## src/rtl/thermal_guard_pkg.sv

```systemverilog
package thermal_guard_pkg;
  localparam int DEF_NCH      = 8;
  localparam int DEF_TW       = 10;
  localparam int DEF_VW       = 10;
  localparam int DEF_TRIP_C   = 135;
  localparam int DEF_RESUME_C = 125;
  localparam int DEF_UV_OFF   = 105;
  localparam int DEF_UV_ON    = 110;
  localparam int DEF_FILT     = 3;
endpackage

```

## src/rtl/hyst_filter.sv

```systemverilog
// Two-state latch that toggles only after FILT consecutive samples of the
// condition that leads out of the present state.
module hyst_filter #(
  parameter int FILT = 3
) (
  input  logic clk,
  input  logic rst,
  input  logic set_cond,
  input  logic clr_cond,
  output logic state_q
);
  localparam int CW = (FILT < 2) ? 1 : $clog2(FILT);
  localparam logic [CW-1:0] LAST = CW'(FILT - 1);

  logic [CW-1:0] cnt_q;
  logic          hit;

  assign hit = state_q ? clr_cond : set_cond;

  always_ff @(posedge clk) begin
    if (rst) begin
      state_q <= 1'b0;
      cnt_q   <= '0;
    end else if (hit) begin
      if (cnt_q == LAST) begin
        state_q <= ~state_q;
        cnt_q   <= '0;
      end else begin
        cnt_q <= cnt_q + 1'b1;
      end
    end else begin
      cnt_q <= '0;
    end
  end
endmodule

```

## src/rtl/chan_thermal.sv

```systemverilog
module chan_thermal #(
  parameter int TW       = 10,
  parameter int TRIP_C   = 135,
  parameter int RESUME_C = 125,
  parameter int FILT     = 3
) (
  input  logic                 clk,
  input  logic                 rst,
  input  logic signed [TW-1:0] temp_i,
  output logic                 trip_q
);
  localparam logic signed [TW-1:0] TRIP_V   = TW'(TRIP_C);
  localparam logic signed [TW-1:0] RESUME_V = TW'(RESUME_C);

  logic hot, cool;
  assign hot  = (temp_i >= TRIP_V);
  assign cool = (temp_i < RESUME_V);

  hyst_filter #(.FILT(FILT)) u_filt (
    .clk      (clk),
    .rst      (rst),
    .set_cond (hot),
    .clr_cond (cool),
    .state_q  (trip_q)
  );
endmodule

```

## src/rtl/supply_uvlo.sv

```systemverilog
module supply_uvlo #(
  parameter int VW     = 10,
  parameter int UV_OFF = 105,
  parameter int UV_ON  = 110,
  parameter int FILT   = 3
) (
  input  logic          clk,
  input  logic          rst,
  input  logic [VW-1:0] vsup_i,
  output logic          uv_q
);
  localparam logic [VW-1:0] OFF_V = VW'(UV_OFF);
  localparam logic [VW-1:0] ON_V  = VW'(UV_ON);

  logic low, good;
  assign low  = (vsup_i < OFF_V);
  assign good = (vsup_i > ON_V);

  hyst_filter #(.FILT(FILT)) u_filt (
    .clk      (clk),
    .rst      (rst),
    .set_cond (low),
    .clr_cond (good),
    .state_q  (uv_q)
  );
endmodule

```

## src/rtl/thermal_guard.sv

```systemverilog
module thermal_guard
  import thermal_guard_pkg::*;
#(
  parameter int NCH      = DEF_NCH,
  parameter int TW       = DEF_TW,
  parameter int VW       = DEF_VW,
  parameter int TRIP_C   = DEF_TRIP_C,
  parameter int RESUME_C = DEF_RESUME_C,
  parameter int UV_OFF   = DEF_UV_OFF,
  parameter int UV_ON    = DEF_UV_ON,
  parameter int FILT     = DEF_FILT
) (
  input  logic              clk,
  input  logic              rst,
  input  logic [NCH-1:0]    req_i,
  input  logic [NCH*TW-1:0] temp_i,
  input  logic [VW-1:0]     vsup_i,
  output logic [NCH-1:0]    en_o,
  output logic              diag_n_o
);
  logic [NCH-1:0] trip_q;
  logic           uv_q;

  for (genvar i = 0; i < NCH; i++) begin : g_ch
    chan_thermal #(
      .TW(TW), .TRIP_C(TRIP_C), .RESUME_C(RESUME_C), .FILT(FILT)
    ) u_ch (
      .clk    (clk),
      .rst    (rst),
      .temp_i ($signed(temp_i[i*TW +: TW])),
      .trip_q (trip_q[i])
    );
  end

  supply_uvlo #(
    .VW(VW), .UV_OFF(UV_OFF), .UV_ON(UV_ON), .FILT(FILT)
  ) u_uv (
    .clk    (clk),
    .rst    (rst),
    .vsup_i (vsup_i),
    .uv_q   (uv_q)
  );

  always_ff @(posedge clk) begin
    if (rst) begin
      en_o     <= '0;
      diag_n_o <= 1'b1;
    end else begin
      en_o     <= req_i & ~trip_q & {NCH{~uv_q}};
      diag_n_o <= ~((|trip_q) | uv_q);
    end
  end
endmodule

```

## config.mk

```make
export PLATFORM = sky130hd
export DESIGN_NAME = thermal_guard
export DESIGN_NICKNAME = d
export VERILOG_FILES = /design/src/rtl/thermal_guard_pkg.sv /design/src/rtl/hyst_filter.sv /design/src/rtl/chan_thermal.sv /design/src/rtl/supply_uvlo.sv /design/src/rtl/thermal_guard.sv
export SDC_FILE = /design/constraint.sdc
export NUM_CORES = 1
export LEC_CHECK = 0
export BUFFER_PORTS_ARGS = -buffer_cell sky130_fd_sc_hd__buf_2
export CAP_MARGIN = 10
export CORE_UTILIZATION = 45
export DETAILED_ROUTE_END_ITERATION = 6
export PLACE_DENSITY_LB_ADDON = 0.15
export SETUP_SLACK_MARGIN = 0.15
export SLEW_MARGIN = 20
export SYNTH_ARGS = -nofsm -noshare
export SYNTH_HDL_FRONTEND = slang
export SYNTH_SLANG_ARGS = --single-unit
export TNS_END_PERCENT = 30
```

## constraint.sdc

```tcl
create_clock -name clk -period 3.15 [get_ports clk]
set_clock_uncertainty 0.2 [all_clocks]
set_input_delay 0.63 -clock clk [delete_from_list [all_inputs] [get_ports clk]]
set_output_delay 0.63 -clock clk [all_outputs]
set_load 0.02 [all_outputs]
```

# Yosys cells after proc, flatten, opt, wreduce, memory -nomap -nowiden
# Index checks and enable logic that the tools add are counted.
# Widths: inputs -> output; s select.
# totals
regBits	36
latch_bits	0
ram_bits	0
mem_bits_ro	0
inputBits	100
elab_cells	107
mem_count	0
# op_classes
addsub	9
mul	0
n_div	0
n_lt_le_gt_ge	18
n_eq_ne	9
shifts	0
n_mux	9
bitwise	23
n_reduce_logical	19
# op_table
cell	count
$ge 10x9->1 const B	8
$lt 10x8->1 const B	8
$reduce_or 3->1	9
$not 1->1	19
$add 2x1->2 const B	9
$eq 2x2->1 const B	9
$reduce_and 2->1	9
$and 8x8->8	2
$gt 10x7->1 const B	1
$lt 10x7->1 const B	1
$mux 1	9
$not 8->8	1
$reduce_or 8->1	1
$or 1x1->1	1

# Longest topological paths before layout
# depth
depth_word	4
ltp_mapped	5

# Cells and area by module
# From an unflattened synthesis, not the netlist that was laid out.
# hier_totals
cells_unflattened	193
hier_area_um2	1903.1
# modules_own_cells
module	instances	cells_per_inst	area_each_um2	seq_area_each_um2
hyst_filter	9	11	121.4	60.1
chan_thermal	8	8	56.3	0.0
thermal_guard	1	23	317.8	180.2
supply_uvlo	1	7	42.5	0.0

# Worst setup path after synthesis
# OpenSTA, ideal clock, no wires.
# synth_path
path_type	input -> register
startpoint	input vsup_i[9]
endpoint	register u_uv.u_filt.cnt_q[1]
setup_time_ns	0.130
arrival_ns	1.425
required_ns	2.820
path_slack_ns	1.395
path_stages	4
n_path_buf	0
cell_sequence	or3_4 o21bai_1 a22oi_1 nor4_1
# synth_between
elab_chain_cells	4
elab_cells_between_ends	5
cone_classes	2 x order compare; 1 x mux; 1 x bitwise; 1 x reduce/logical
# synth_lines
element	line	source
from (decl)	thermal_guard.sv:17	input logic [VW-1:0] vsup_i,
$lt 10x7->1 or $gt 10x7->1 (tied branches)	supply_uvlo.sv:16, supply_uvlo.sv:17	
$mux 1 (*)	hyst_filter.sv:18	assign hit = state_q ? clr_cond : set_cond;
$not 1->1 (no source line) (*)	-	
$reduce_or 3->1 (no source line) (*)	-	
to (signal assigned)	hyst_filter.sv:29	cnt_q <= cnt_q + 1'b1;
to (decl)	hyst_filter.sv:15	logic [CW-1:0] cnt_q;
# Every way passes the cells marked *; elsewhere a longest branch is shown, timed or not.
# A chain may end at the register's enable or synchronous reset.

# Worst setup path after layout
# Ends and elaborated chain as after synthesis.

==> summary.txt <==
Floorplanning
  • I/O Pins: 109
  • Die height: 66.2 µm
  • Die W: 66.2 µm
  • Full die area: between 4000 and 5000 µm²
  • Core Area: roughly 3800 µm²
  • Site Rows: 22
  • Starting Density: 0.488

Setup path
  • Worst Path Buf+Inv: 1
  • CP Capture Type: flip-flop
  • CP top delay family: simple AND/OR/NAND/NOR gates
  • CP max stage cell: or3_4
  • Worst setup path category: in -> reg
  • Largest fanout on the critical path: 3
  • Req. time, crit path: just over 3000 ps
  • Startpoint Class: input pin
  • CP arrival: 1580 ps
  • CP Cell Sequence: buf_2 > or3_4 > o21bai_1 > a22oi_1 > nor4_1
  • Max incr delay on CP: around 390 ps

Logic synthesis
  • Post-Synthesis Cells: a little over 200
  • Synthesized-area fraction occupied by adder cells: 0.0608
  • Number of synthesized register bits: 36
  • Post-synth EDFFs: 0
  • Post-Synth Simple-Gate Area: 0.234
  • Largest cells by area after synthesis: dfxtp_1 (39%), ha_1 (6.1%), nor4_1 (5.4%)
  • Syn avg cell area: ~9.1 µm²
  • Cell accounting for the most synthesized area: dfxtp_1
  • Post-synth cell types: 35
  • Mux cell area share after synthesis: 0
  • Xor/xnor share of the synthesized area: 0.00473
  • Syn_nets: around 310
  • Ys async rst share: 0
  • Top-count cell post-synth: dfxtp_1
  • Yosys Warn Count: 0
  • Synthesized cell area: approximately 1900 µm²
  • Part of the Yosys area used for sequential elements: 0.389
  • Ys flop type: dfxtp_1
  • Post-synthesis compound-gate area fraction: 0.280
  • Synth top area share: 0.389
  • Largest family of logic cells by synthesized area: compound AO/OA/AOI/OAI gates
  • Commonest cells in the netlist: dfxtp_1 (36), nor2_1 (24), nor4_1 (16)

Pwr
  • Leakage: around 1.1 nW
  • Seq pwr share: 0.505
  • Clock group share of total power: 0.312
  • Power Density: roughly 380 nW/µm²
  • Sw power: around 0.25 mW
  • Maximum VDD drop: approximately 0.00024 V
  • Sw Share: 0.257
  • Cell Int Power: 0.709 mW
  • Comb power frac: 0.182

Detailed routing
  • Met3 WL post-DR: 202 µm
  • Uppermost layer routed: met4
  • Wirelength per Cell: 12.3 µm
  • Initial DRC Count: 43
  • Met2 WL: ~2200 µm
  • DR DRC count: 0
  • M1 WL: approximately 2000 µm
  • Drt via density: 5.62
  • Via count: ~2,000
  • Detail Route Antenna Nets: 0
  • Drt pass-1 iters: 4
  • Drt total wl: approximately 4400 µm

Timing
  • Setup violators final: 0
  • Hold WS: 221 ps
  • Final setup margin: about 1500 ps
  • Tcrit/Tclk final: 0.518
  • Fin. Hold Viols: 0
  • Sum of negative setup slack: 0 ps
  • Least-Margin Pin Slew: roughly 560 ps
  • Slew headroom: 0.630
  • Post-layout min period: approximately 1600 ps
  • RSZ-0062 raised after global routing: no
  • Fmax: 612 MHz
  • Final slew viol count: 0

Layout
  • P&R area growth vs syn: 35.7%
  • Antenna Cells: 0
  • Nets: roughly 420
  • Share of cells above drive strength 1: 0.398
  • Final Util: 0.662

CTS
  • Root buf cell: clkbuf_8
  • CTS tree: built
  • Clock Latency Late Sink: about 280 ps
  • CTS Buffer Depth: 2
  • CTS Hold Bufs: 0
  • Worst-path clk slew: ~60 ps
  • CTS buffer count: 5
  • Setup Buffers After CTS: 0
  • CTS resizes: 0
  • H-Tree Depth: 2
  • Clock sinks: 36

Outcome
  • Run status: complete, no violations

GRT
  • Vias in the first global route: 1,916
  • Grt total ovfl: 0
  • Overall routing resource usage: 0.213
  • Pin count of the biggest net entering global routing: 31
  • Global-route wire length before repair: roughly 7300 µm
  • Antenna violations before repair: 0

Place
  • Dpl ws: around 1200 ps
  • # port buffers: around 110
  • Routability Congestion: ~0.75
  • HPWL Detailed: ~3700 µm

Worst hold path
  • Hold crit path type: reg -> reg

Run
  • Max Cap Viol: 0
## cells in the final DEF, fill, tap and decap left out, types with 2 or more instances in the layout
| cell type | synthesis | layout |
|---|---|---|
| buf_2 | 1 | 108 |
| dfxtp_1 | 36 | 36 |
| nor2_1 | 24 | 24 |
| nor4_1 | 16 | 16 |
| inv_1 | 11 | 11 |
| nand2_1 | 11 | 11 |
| a41oi_1 | 9 | 9 |
| o41ai_1 | 9 | 9 |
| ha_1 | 9 | 9 |
| a21oi_1 | 8 | 8 |
| nor3b_1 | 8 | 8 |
| o211ai_1 | 6 | 6 |
| nand4b_1 | 6 | 6 |
| o221ai_1 | 6 | 6 |
| a32oi_1 | 6 | 6 |
| o221a_2 | 6 | 6 |
| clkbuf_8 | 0 | 5 |
| nor3_1 | 4 | 4 |
| nand3_1 | 3 | 3 |
| o21bai_1 | 2 | 2 |
| nand4_1 | 2 | 2 |
| o21ai_0 | 2 | 2 |
| and4_1 | 2 | 2 |
| o21ai_1 | 2 | 2 |
| a2111oi_0 | 2 | 2 |
## power groups by stage
stage | combinational, mW | sequential [mW] | clock (mW)
2_1_floorplan | 0.0699 | 0.500 | 0
3_3_place_gp | 0.169 | 0.493 | 0
3_5_place_dp | 0.174 | 0.493 | 0
4_1_cts | 0.175 | 0.483 | 0.304
5_1_grt | 0.196 | 0.484 | 0.326
6_report | 0.174 | 0.482 | 0.298
## layer usage
metal  global-route usage  vias to the layer above
met5                    0                        -
met4                0.104                        0
met3               0.0328                        8
met2                0.374                       53
met1                0.251                      922
li1                     -                     1053
## metrics by stage
| step | total power [mW] | cell area [µm²] | std cells |
|---|---|---|---|
| floorplan | 0.570 | 1850 | 203 |
| global placement | 0.662 | 2440 | 355 |
| detailed placement | 0.666 | 2440 | 355 |
| CTS | 0.961 | 2510 | 362 |
| global route | 1.01 | 2510 | 362 |
| finish | 0.955 | 2510 | 362 |
## worst paths after layout
kind | from | endpoint | slack (ps) | cells past startpoint
worst max-delay path | vsup_i[9] | u_uv.u_filt.cnt_q[1]$_SDFF_PP0_ | 1520 | 5
worst min-delay path | g_ch[3].u_ch.u_filt.cnt_q[0]$_SDFF_PP0_ | g_ch[3].u_ch.u_filt.cnt_q[0]$_SDFF_PP0_ | 220 | 1
worst max register to register | u_uv.u_filt.cnt_q[0]$_SDFF_PP0_ | u_uv.u_filt.state_q$_SDFFE_PP0P_ | 1760 | 5
worst min register to register | g_ch[3].u_ch.u_filt.cnt_q[0]$_SDFF_PP0_ | g_ch[3].u_ch.u_filt.cnt_q[0]$_SDFF_PP0_ | 220 | 1
## cell type report
class / instances / area, µm²
multi-input combinational: 152 / 1070
timing repair buffer: 108 / 541
clock inverter: 1 / 5.00
sequential: 36 / 721
tap: 48 / 60.1
inverter: 11 / 41.3
clock buffer: 6 / 72.6
fill: 327 / 1280
## cells by family after synthesis
kind of cell	after synthesis
AO/OA/AOI/OAI	63
XOR/XNOR	1
adder cells (fa/ha/maj)	9
flip-flops	36
buffers and inverters	15
AND/OR/NAND/NOR	79
## flip-flops by register name, indices dropped and copies added, names as in the netlist
signal                    count
g_ch.u_ch.u_filt.cnt_q       16
g_ch.u_ch.u_filt.state_q      8
u_uv.u_filt.cnt_q             2
en_o                          8
diag_n_o                      1
u_uv.u_filt.state_q           1
Power figures use the tool's default switching activity.
